File: config.mk
export PLATFORM = sky130hd
export DESIGN_NAME = ser_regport
export DESIGN_NICKNAME = d
export VERILOG_FILES = /design/src/rtl/ser_regport.sv
export SDC_FILE = /design/constraint.sdc
export NUM_CORES = 1
export LEC_CHECK = 0
export BUFFER_PORTS_ARGS = -buffer_cell sky130_fd_sc_hd__buf_4
export CAP_MARGIN = 0
export CORE_MARGIN = 8
export CORE_UTILIZATION = 58
export CTS_BUF_LIST = sky130_fd_sc_hd__clkbuf_2 sky130_fd_sc_hd__clkbuf_4 sky130_fd_sc_hd__clkbuf_8
export DETAILED_ROUTE_END_ITERATION = 8
export PLACE_DENSITY = 0.93
export REMOVE_ABC_BUFFERS = 1
export SYNTH_ARGS = -nofsm -noshare
export SYNTH_HDL_FRONTEND = slang
export SYNTH_SLANG_ARGS = --single-unit
File: constraint.sdc
create_clock -name clk -period 2.45 [get_ports clk]
set_input_delay 0.3675 -clock clk [delete_from_list [all_inputs] [get_ports clk]]
set_output_delay 0.3675 -clock clk [all_outputs]
set_load 0.005 [all_outputs]
File: src/rtl/ser_regport.sv
module ser_regport #(
  parameter int AW = 8,
  parameter int DW = 8,
  parameter int CW = 2
) (
  input  logic          clk,
  input  logic          rst_n,
  input  logic          ser_mode,
  input  logic          sclk,
  input  logic          cs_n,
  input  logic          sdi,
  output logic          sdo,
  output logic          sdo_oe,
  output logic [AW-1:0] reg_addr,
  output logic [DW-1:0] reg_wdata,
  output logic          reg_we,
  input  logic [DW-1:0] reg_rdata
);
  localparam int HDR  = CW + AW;
  localparam int TOT  = HDR + DW;
  localparam int CNTW = $clog2(TOT + 2);
  localparam logic [CNTW-1:0] C_HDR  = CNTW'(HDR);
  localparam logic [CNTW-1:0] C_ALSB = CNTW'(HDR - 1);
  localparam logic [CNTW-1:0] C_DLSB = CNTW'(TOT - 1);
  localparam logic [CNTW-1:0] C_TOT  = CNTW'(TOT);
  localparam logic [CNTW-1:0] C_SAT  = CNTW'(TOT + 1);

  logic [1:0]      sclk_q, cs_q, sdi_q;
  logic            sclk_d;
  logic [CNTW-1:0] cnt;
  logic            is_rd;
  logic [AW-1:0]   addr_sh;
  logic [DW-1:0]   wd_sh;
  logic [DW-1:0]   rd_sh;

  wire act  = ser_mode & ~cs_q[1];
  wire fall = sclk_d & ~sclk_q[1];
  wire rise = ~sclk_d & sclk_q[1];
  wire bit_in = sdi_q[1];

  assign sdo_oe = act;

  always_ff @(posedge clk or negedge rst_n) begin
    if (!rst_n) begin
      sclk_q <= '0;
      cs_q   <= '1;
      sdi_q  <= '0;
      sclk_d <= 1'b0;
    end else begin
      sclk_q <= {sclk_q[0], sclk};
      cs_q   <= {cs_q[0], cs_n};
      sdi_q  <= {sdi_q[0], sdi};
      sclk_d <= sclk_q[1];
    end
  end

  always_ff @(posedge clk or negedge rst_n) begin
    if (!rst_n) begin
      cnt       <= '0;
      is_rd     <= 1'b0;
      addr_sh   <= '0;
      wd_sh     <= '0;
      rd_sh     <= '0;
      sdo       <= 1'b0;
      reg_addr  <= '0;
      reg_wdata <= '0;
      reg_we    <= 1'b0;
    end else begin
      reg_we <= 1'b0;
      if (!act) begin
        cnt   <= '0;
        is_rd <= 1'b0;
        sdo   <= 1'b0;
      end else begin
        if (fall) begin
          if (cnt != C_SAT) cnt <= cnt + 1'b1;
          if (cnt == '0) is_rd <= bit_in;
          if (cnt >= CNTW'(CW) && cnt < C_ALSB)
            addr_sh <= {addr_sh[AW-2:0], bit_in};
          if (cnt == C_ALSB)
            reg_addr <= {addr_sh[AW-2:0], bit_in};
          if (cnt >= C_HDR && cnt < C_DLSB)
            wd_sh <= {wd_sh[DW-2:0], bit_in};
          if (cnt == C_DLSB && !is_rd) begin
            reg_wdata <= {wd_sh[DW-2:0], bit_in};
            reg_we    <= 1'b1;
          end
        end
        if (rise) begin
          if (cnt == C_HDR) begin
            sdo   <= 1'b0;
            rd_sh <= reg_rdata;
          end else if (is_rd && cnt > C_HDR && cnt <= C_TOT) begin
            sdo   <= rd_sh[DW-1];
            rd_sh <= {rd_sh[DW-2:0], 1'b0};
          end else begin
            sdo <= 1'b0;
          end
        end
      end
    end
  end
endmodule

==> impl_metrics.env, run 1 <==
export IMPL_io_pins=33
export IMPL_synth_warnings=0
export IMPL_power_switching_mw=0.319
export IMPL_endpoint_kind="register"
export IMPL_final_min_clock_period_ns=2.11
export IMPL_cts_sinks=53
export IMPL_antenna_left=0
export IMPL_synthDistinctLibCells=38
export IMPL_clk_path_buf_depth=2
export IMPL_die_width_um=78.4
export IMPL_syn_inst=167
export IMPL_clock_skew_ns=0.00344
export IMPL_synth_area_per_cell_um2=13.5
export IMPL_async_reset_ff_frac=1.00
export IMPL_yosys_top_cells_area="dfrtp_1 (57%), mux2_2 (15%), a2bb2oi_1 (2.7%)"
export IMPL_cts_clk_slew_worst_paths_ns=0.09
export IMPL_place_congestion=0.948
export IMPL_diodes=0
export IMPL_vias_per_cell=5.75
export IMPL_synth_seq_cells=53
export IMPL_synthAdderAreaFrac=0.0222
export IMPL_hold_ws_ns=0.0800
export IMPL_clock_latency_ns=0.30
export IMPL_drtIter0Drc=69
export IMPL_dpl_hpwl_um=3150
export IMPL_synth_compound_area_share=0.101
export IMPL_rsz0062_at_grt="false"
export IMPL_cts_tree="built"
export IMPL_setup_viol=0
export IMPL_die_area_um2=6140
export IMPL_tightest_slew_ns=0.649
export IMPL_root_buffer="clkbuf_8"
export IMPL_antenna_found_initial=0
export IMPL_intPower_mw=1.15
export IMPL_grt_overflow=0
export IMPL_synth_most_common_cell="dfrtp_1"
export IMPL_max_clock_freq_mhz=474
export IMPL_fin_crit_sh=0.861
export IMPL_synth_top_family_by_area="multiplexers"
export IMPL_pwr_share_seq=0.613
export IMPL_tns_ns=0
export IMPL_peakVddDrop_v=0.000491
export IMPL_synth_top_area_share=0.566
export IMPL_wl_per_cell_um=16.9
export IMPL_synth_top_area_cell="dfrtp_1"
export IMPL_via_count=1426
export IMPL_synth_xor_area_frac=0.0155
export IMPL_synthMuxAreaShare=0.154
export IMPL_swShare=0.217
export IMPL_critPathKind="register to register"
export IMPL_initial_core_util=0.612
export IMPL_hold_path_class="primary input to asynchronous set/reset pin"
export IMPL_critPathMaxFanout=9
export IMPL_yosys_area_share_simple=0.0899
export IMPL_ys_top_cells_by_count="dfrtp_1 (51), mux2_2 (30), o22ai_1 (9)"
export IMPL_max_cap_viol_count=0
export IMPL_grt_pass1_vias=1562
export IMPL_maxSlewHeadroom=0.567
export IMPL_drc=0
export IMPL_ctsHoldBuffers=0
export IMPL_cp_arrival_ns=2.30
export IMPL_p_comb_frac=0.044
export IMPL_seq_area_um2=1330
export IMPL_netlist_area_um2=2260
export IMPL_cts_setup_buffers=0
export IMPL_ctsResizeCount=0
export IMPL_hold_violations=0
export IMPL_nNetsFinal=217
export IMPL_area_growth_pct=16.0
export IMPL_p_per_area_nw_per_um2=562
export IMPL_multiInputGateArea_um2=863
export IMPL_grt_max_degree=54
export IMPL_numCtsBuffers=5
export IMPL_clkPwrFrac=0.344
export IMPL_worstPathRequired_ns=2.64
export IMPL_yosysSeqAreaShare=0.589
export IMPL_fillers=265
export IMPL_first_pass_iters=4
export IMPL_wirelength_um=4180
export IMPL_status="finished clean"
export IMPL_crit_path_start_kind="register"
export IMPL_io_buffer_count=32
export IMPL_grt_usage=0.143
export IMPL_layout_drive_gt1_share=0.400
export IMPL_synthFlopType="dfrtp_1"
export IMPL_htree_levels=2
export IMPL_dieHeight_um=78.4
export IMPL_synth_edff_count=0
export IMPL_rows=22
export IMPL_design_core_area_um2=3690
export IMPL_finalMaxSlewViolations=0
export IMPL_grt_pass1_wl_um=7220
export IMPL_total_leakage_power_nw=1.28
metrics by stage:
| stage | util | std cells | setup WS (ns) | total power, mW | area [um^2] |
|---|---|---|---|---|---|
| global route | 0.710 | 248 | 0.233 | 1.52 | 2620 |
| floorplan | - | 159 | 0.560 | 0.940 | 2210 |
| global placement | 0.683 | 240 | 0.485 | 0.979 | 2520 |
| CTS | 0.710 | 248 | 0.373 | 1.49 | 2620 |
| finish | 0.710 | 248 | 0.340 | 1.47 | 2620 |
| detailed placement | 0.683 | 240 | 0.366 | 0.984 | 2520 |
final cells by class:
cell class	instances	area share
Clock buffer	6	0.0315
Clock inverter	2	0.00621
Inverter	5	0.00717
Multi-Input combinational cell	101	0.330
Sequential cell	53	0.508
Tap cell	48	0.0229
Timing Repair Buffer	33	0.0946
cell usage in the layout (no fill, tap or decap), types with 3 or more instances in the layout:
cell type,count
ha_1,4
nor2_1,7
nand2b_1,3
dfrtp_1,51
a2bb2oi_1,7
nand2_1,8
o22ai_1,9
buf_4,33
clkbuf_8,6
nand3_1,4
inv_1,4
mux2_2,30
xor2_1,3
layer usage:
layer	GRT usage	up-vias	part of all wire
li1	-	663	-
met1	0.160	702	0.41
met2	0.241	47	0.50
met3	0.0421	14	0.055
met4	0.0778	0	0.031
met5	0	-	0
flip-flops by register name, indices dropped and copies added (netlist names), 2 cells and up:
register   flops
addr_sh        7
cnt            5
cs_q           2
rd_sh          8
reg_addr       8
reg_wdata      8
sclk_q         2
sdi_q          2
wd_sh          7
path summary, 6_finish.rpt:
check / startpoint / endpoint / slack (ns) / cells after the start
setup / recovery: sclk_q[1] / addr_sh[4] / 0.34 / 4
hold / removal: rst_n / rd_sh[1] / 0.08 / 1
setup reg to reg: sclk_q[1] / addr_sh[4] / 0.34 / 4
hold reg to reg: sdi_q[0] / sdi_q[1] / 0.36 / 0
max in group asynchronous: rst_n / addr_sh[5] / 1.95 / 1
min in group clk: cs_n / cs_q[0] / 0.17 / 1
critical path, stage by stage, from the launching register on:
cell and delay [ns]:
dfrtp_1 0.40, nor2b_1 0.45, nand2_1 0.20, a2111oi_4 0.55
mux2_2 0.40
power groups by stage:
stage / clock [mW] / sequential, mW / combinational [mW]
floorplan: 0 / 0.915 / 0.0250
global placement: 0 / 0.917 / 0.0624
detailed placement: 0 / 0.918 / 0.0654
CTS: 0.518 / 0.901 / 0.0655
global route: 0.549 / 0.904 / 0.0719
finish: 0.505 / 0.901 / 0.0640
cell families (layout without fill, tap and decap cells):
| logic type | count (synthesis) | count (layout) |
|---|---|---|
| AOI/OAI and AO/OA | 26 | 26 |
| and+or+nand+nor | 36 | 36 |
| adders and majority gates | 4 | 4 |
| xor gates and xnor gates | 4 | 4 |
| buffers and inverters | 13 | 46 |
| DFF | 53 | 53 |
| muxes | 31 | 31 |
Note: power is estimated with default switching activity, not from simulation.
==> inputs of run 2 (changes only) <==
- MAX_ROUTING_LAYER: not set -> met4
==> impl_metrics.env, run 2 (synthesis results as in run 1) <==
export IMPL_status="finished clean"
export IMPL_critPathMaxFanout=9
export IMPL_rsz0062_at_grt="false"
export IMPL_cp_arrival_ns=2.24
export IMPL_endpoint_kind="register"
export IMPL_diodes=0
export IMPL_layout_drive_gt1_share=0.403
export IMPL_r2r_start="cnt[0]"
export IMPL_dieHeight_um=78.4
export IMPL_die_width_um=78.4
export IMPL_crit_chain="or3_4 > a2111oi_4 > mux2_2"
export IMPL_root_buffer="clkbuf_8"
export IMPL_dpl_cell_count=241
export IMPL_fin_ws_ns=0.401
export IMPL_final_cell_area_um2=2620
export IMPL_clk_path_buf_depth=2
export IMPL_cts_tree="built"
export IMPL_hold_violations=0
export IMPL_fin_crit_sh=0.836
export IMPL_wirelength_um=4120
export IMPL_finalMaxSlewViolations=0
export IMPL_place_congestion=0.857
export IMPL_area_growth_pct=16.0
export IMPL_pre_cts_slack_ns=0.400
export IMPL_r2r_end="addr_sh[6]"
export IMPL_drc=0
export IMPL_numCtsBuffers=5
export IMPL_peakVddDrop_v=0.000629
export IMPL_wl_per_cell_um=16.5
export IMPL_clock_latency_ns=0.31
export IMPL_clock_skew_ns=0.00626
export IMPL_crit_path_start_kind="register"
export IMPL_max_clock_freq_mhz=488
export IMPL_setup_viol=0
export IMPL_initial_core_util=0.612
export IMPL_cts_clk_slew_worst_paths_ns=0.09
export IMPL_grt_pass1_vias=1448
export IMPL_ctsResizeCount=0
export IMPL_final_min_clock_period_ns=2.05
export IMPL_layout_commonest_cell="dfrtp_1"
export IMPL_hold_path_class="primary input to asynchronous set/reset pin"
export IMPL_placed_area_um2=2530
export IMPL_vias_per_cell=5.61
export IMPL_p_per_area_nw_per_um2=556
export IMPL_worstPathRequired_ns=2.64
export IMPL_via_count=1398
export IMPL_max_stage_delay_ns=0.59
export IMPL_htree_levels=2
export IMPL_io_buffer_count=32
export IMPL_cts_sinks=53
export IMPL_tightest_slew_ns=0.665
export IMPL_nNetsFinal=218
export IMPL_critPathKind="register to register"
export IMPL_final_cell_mix="dfrtp_1 (51), buf_4 (34), mux2_2 (30)"
export IMPL_max_cap_viol_count=0
export IMPL_rows=22
export IMPL_io_pins=33
export IMPL_first_pass_iters=4
export IMPL_design_core_area_um2=3690
export IMPL_grt_max_degree=54
export IMPL_critPathSlowestCell="a2111oi_4"
export IMPL_drtIter0Drc=68
export IMPL_cts_setup_buffers=0
export IMPL_grt_pass1_wl_um=6750
export IMPL_die_area_um2=6140
export IMPL_tns_ns=0
export IMPL_maxSlewHeadroom=0.556
export IMPL_finalNonFillerCells=249
export IMPL_antenna_left=0
export IMPL_total_leakage_power_nw=1.29
export IMPL_antenna_found_initial=0
export IMPL_utilization=0.709
export IMPL_ctsHoldBuffers=0
export IMPL_dpl_hpwl_um=3040
export IMPL_reg2reg_slack_ns=0.40
export IMPL_largestRegisters="rd_sh: 8 flops, reg_addr: 8 flops, reg_wdata: 8 flops"
export IMPL_grt_usage=0.141
export IMPL_reg2reg_depth=3
export IMPL_grt_overflow=0
==> run 2: worst max-delay path: cells and delay by family, from the launching register on <==
kind	cells	cell delay, ns
and+or+nand+nor	1	0.45
muxes	1	0.41
DFF	1	0.50
AOI/OAI and AO/OA	1	0.59
==> run 2: how the worst max path moves through the flow <==
stage                start         end  slack [ns]  cells past startpoint
finish              cnt[0]  addr_sh[6]        0.40                      3
global route        cnt[1]  addr_sh[6]        0.32                      3
CTS                 cnt[0]  addr_sh[6]        0.39                      3
detailed placement  cnt[0]  addr_sh[6]        0.40                      3
global placement    cnt[0]  addr_sh[6]        0.47                      3
floorplan           cnt[0]  addr_sh[0]        0.56                      3
==> run 2: final cells by class <==
type,count,area [um^2]
Clock buffer,6,76.3
Clock inverter,2,13.8
Fill cell,265,1070
Inverter,5,18.8
Multi-Input combinational cell,101,863
Sequential cell,53,1330
Tap cell,48,60.1
Timing Repair Buffer,34,255
==> run 2: power by group <==
group	total (mW)	internal (mW)	switching, mW
combinational	0.0654	0.0297	0.0357
clock	0.489	0.215	0.274
sequential	0.901	0.891	0.0103
total	1.46	1.14	0.320
==> run 2: metal layers <==
| layer | share of wire | up-vias | wire length, um | GRT usage |
|---|---|---|---|---|
| met5 | 0 | - | 0 | - |
| li1 | - | 661 | - | - |
| met4 | 0.023 | 0 | 95 | 0.0722 |
| met1 | 0.42 | 682 | 1740 | 0.150 |
| met2 | 0.50 | 44 | 2040 | 0.229 |
| met3 | 0.058 | 11 | 239 | 0.0490 |
==> run 2: per-stage QoR <==
step	hold slack (ns)	power (mW)
floorplan	0.0719	0.940
global placement	0.333	0.981
detailed placement	0.335	0.985
CTS	0.0874	1.47
global route	0.124	1.51
finish	0.0736	1.46
==> inputs of run 3 (changes only) <==
- clock period: 2.45 -> 2.1 ns (I/O delays scaled with it)
==> impl_metrics.env, run 3 (synthesis results as in run 1) <==
export IMPL_clk_path_buf_depth=2
export IMPL_dpl_cell_count=243
export IMPL_clock_latency_ns=0.31
export IMPL_max_clock_freq_mhz=496
export IMPL_io_buffer_count=32
export IMPL_path_delay_family="simple AND/OR/NAND/NOR gates"
export IMPL_pre_cts_slack_ns=0.0437
export IMPL_setup_viol=0
export IMPL_largestRegisters="rd_sh: 8 flops, reg_addr: 8 flops, reg_wdata: 8 flops"
export IMPL_cts_sinks=53
export IMPL_cts_clk_slew_worst_paths_ns=0.09
export IMPL_via_count=1423
export IMPL_place_congestion=0.944
export IMPL_rsz0062_at_grt="false"
export IMPL_cp_num_buf_inv=0
export IMPL_diodes=0
export IMPL_p_per_area_nw_per_um2=643
export IMPL_dpl_hpwl_um=3090
export IMPL_layout_commonest_cell="dfrtp_1"
export IMPL_hold_violations=0
export IMPL_swShare=0.221
export IMPL_tns_ns=0
export IMPL_grt_pass1_wl_um=7270
export IMPL_seq_area_um2=1330
export IMPL_final_min_clock_period_ns=2.01
export IMPL_antenna_found_initial=0
export IMPL_utilization=0.717
export IMPL_die_area_um2=6140
export IMPL_wirelength_um=4280
export IMPL_dieHeight_um=78.4
export IMPL_drtIter0Drc=85
export IMPL_layout_drive_gt1_share=0.417
export IMPL_wl_per_cell_um=17.0
export IMPL_intPower_mw=1.32
export IMPL_antenna_left=0
export IMPL_root_buffer="clkbuf_8"
export IMPL_die_width_um=78.4
export IMPL_grt_max_degree=54
export IMPL_io_pins=33
export IMPL_clkPwrFrac=0.336
export IMPL_fin_ws_ns=0.0858
export IMPL_vias_per_cell=5.65
export IMPL_hold_ws_ns=0.0192
export IMPL_first_pass_iters=4
export IMPL_crit_path_start_kind="register"
export IMPL_grt_usage=0.154
export IMPL_power_switching_mw=0.376
export IMPL_finalMaxSlewViolations=0
export IMPL_tightest_slew_ns=0.635
export IMPL_grt_pass1_vias=1538
export IMPL_htree_levels=2
export IMPL_critPathMaxFanout=10
export IMPL_status="finished clean"
export IMPL_cp_arrival_ns=2.24
export IMPL_max_cap_viol_count=0
export IMPL_pwr_share_seq=0.618
export IMPL_multiInputGateArea_um2=870
export IMPL_critPathKind="register to register"
export IMPL_final_cell_mix="dfrtp_1 (51), buf_4 (37), mux2_2 (30)"
export IMPL_hold_path_class="primary input to asynchronous set/reset pin"
export IMPL_numCtsBuffers=5
export IMPL_p_comb_frac=0.046
export IMPL_fillers=269
export IMPL_maxSlewHeadroom=0.577
export IMPL_crit_chain="nand2b_1 > or4_4 > a311oi_4 > a2bb2oi_1"
export IMPL_grt_overflow=0
export IMPL_total_leakage_power_nw=1.30
export IMPL_design_core_area_um2=3690
export IMPL_peakVddDrop_v=0.000711
export IMPL_finalNonFillerCells=252
export IMPL_critPathSlowestCell="dfrtp_1"
export IMPL_rows=22
export IMPL_initial_core_util=0.612
export IMPL_endpoint_kind="register"
export IMPL_worstPathRequired_ns=2.33
export IMPL_ctsHoldBuffers=0
export IMPL_max_stage_delay_ns=0.59
export IMPL_cts_tree="built"
export IMPL_area_growth_pct=17.2
export IMPL_fin_crit_sh=0.959
export IMPL_clock_skew_ns=0.00921
export IMPL_drc=0
export IMPL_nNetsFinal=221
## run 3: per-layer routing
metal  up-vias  GRT usage  part of all wire
met3        10     0.0490             0.053
met1       711      0.159              0.41
li1        670          -                 -
met2        32      0.263              0.52
met4         0     0.0685             0.019
met5         -          -                 0
## run 3: final timing paths
kind / endpoint / from / depth (start not counted) / slack, ns
setup / recovery: rd_sh[5] / cnt[3] / 4 / 0.09
hold reg to reg: cs_q[1] / cs_q[0] / 0 / 0.36
setup reg to reg: rd_sh[5] / cnt[3] / 4 / 0.09
max in group asynchronous: reg_addr[7] / rst_n / 1 / 1.65
hold / removal: reg_we / rst_n / 1 / 0.02
min in group clk: sclk_q[0] / sclk / 1 / 0.10
## run 3: layout make-up
type | count | share of cell area
clock inverters | 2 | 0.00520
well taps | 48 | 0.0227
multi-input cells | 101 | 0.329
repair buffers | 37 | 0.105
flip-flops and latches | 53 | 0.502
inverters | 5 | 0.00710
clock buffers | 6 | 0.0289
## run 3: power groups by stage
stage,registers [mW],clock network (mW),logic [mW]
finish,1.05,0.572,0.0775
global route,1.05,0.624,0.0875
CTS,1.05,0.589,0.0791
detailed placement,1.07,0,0.0782
global placement,1.07,0,0.0748
floorplan,1.07,0,0.0291
## run 3: what timing repair did
item / in CTS / in global routing
buffers inserted: 0 / 1
gates resized for setup: 0 / 1
endpoints found under the setup margin: 0 / 7
## run 3: through the flow
step,cell area (um^2),power (mW)
final,2650,1.70
after global routing,2650,1.76
after CTS,2630,1.72
after detailed placement,2540,1.15
after global placement,2540,1.14
after floorplan,2210,1.10
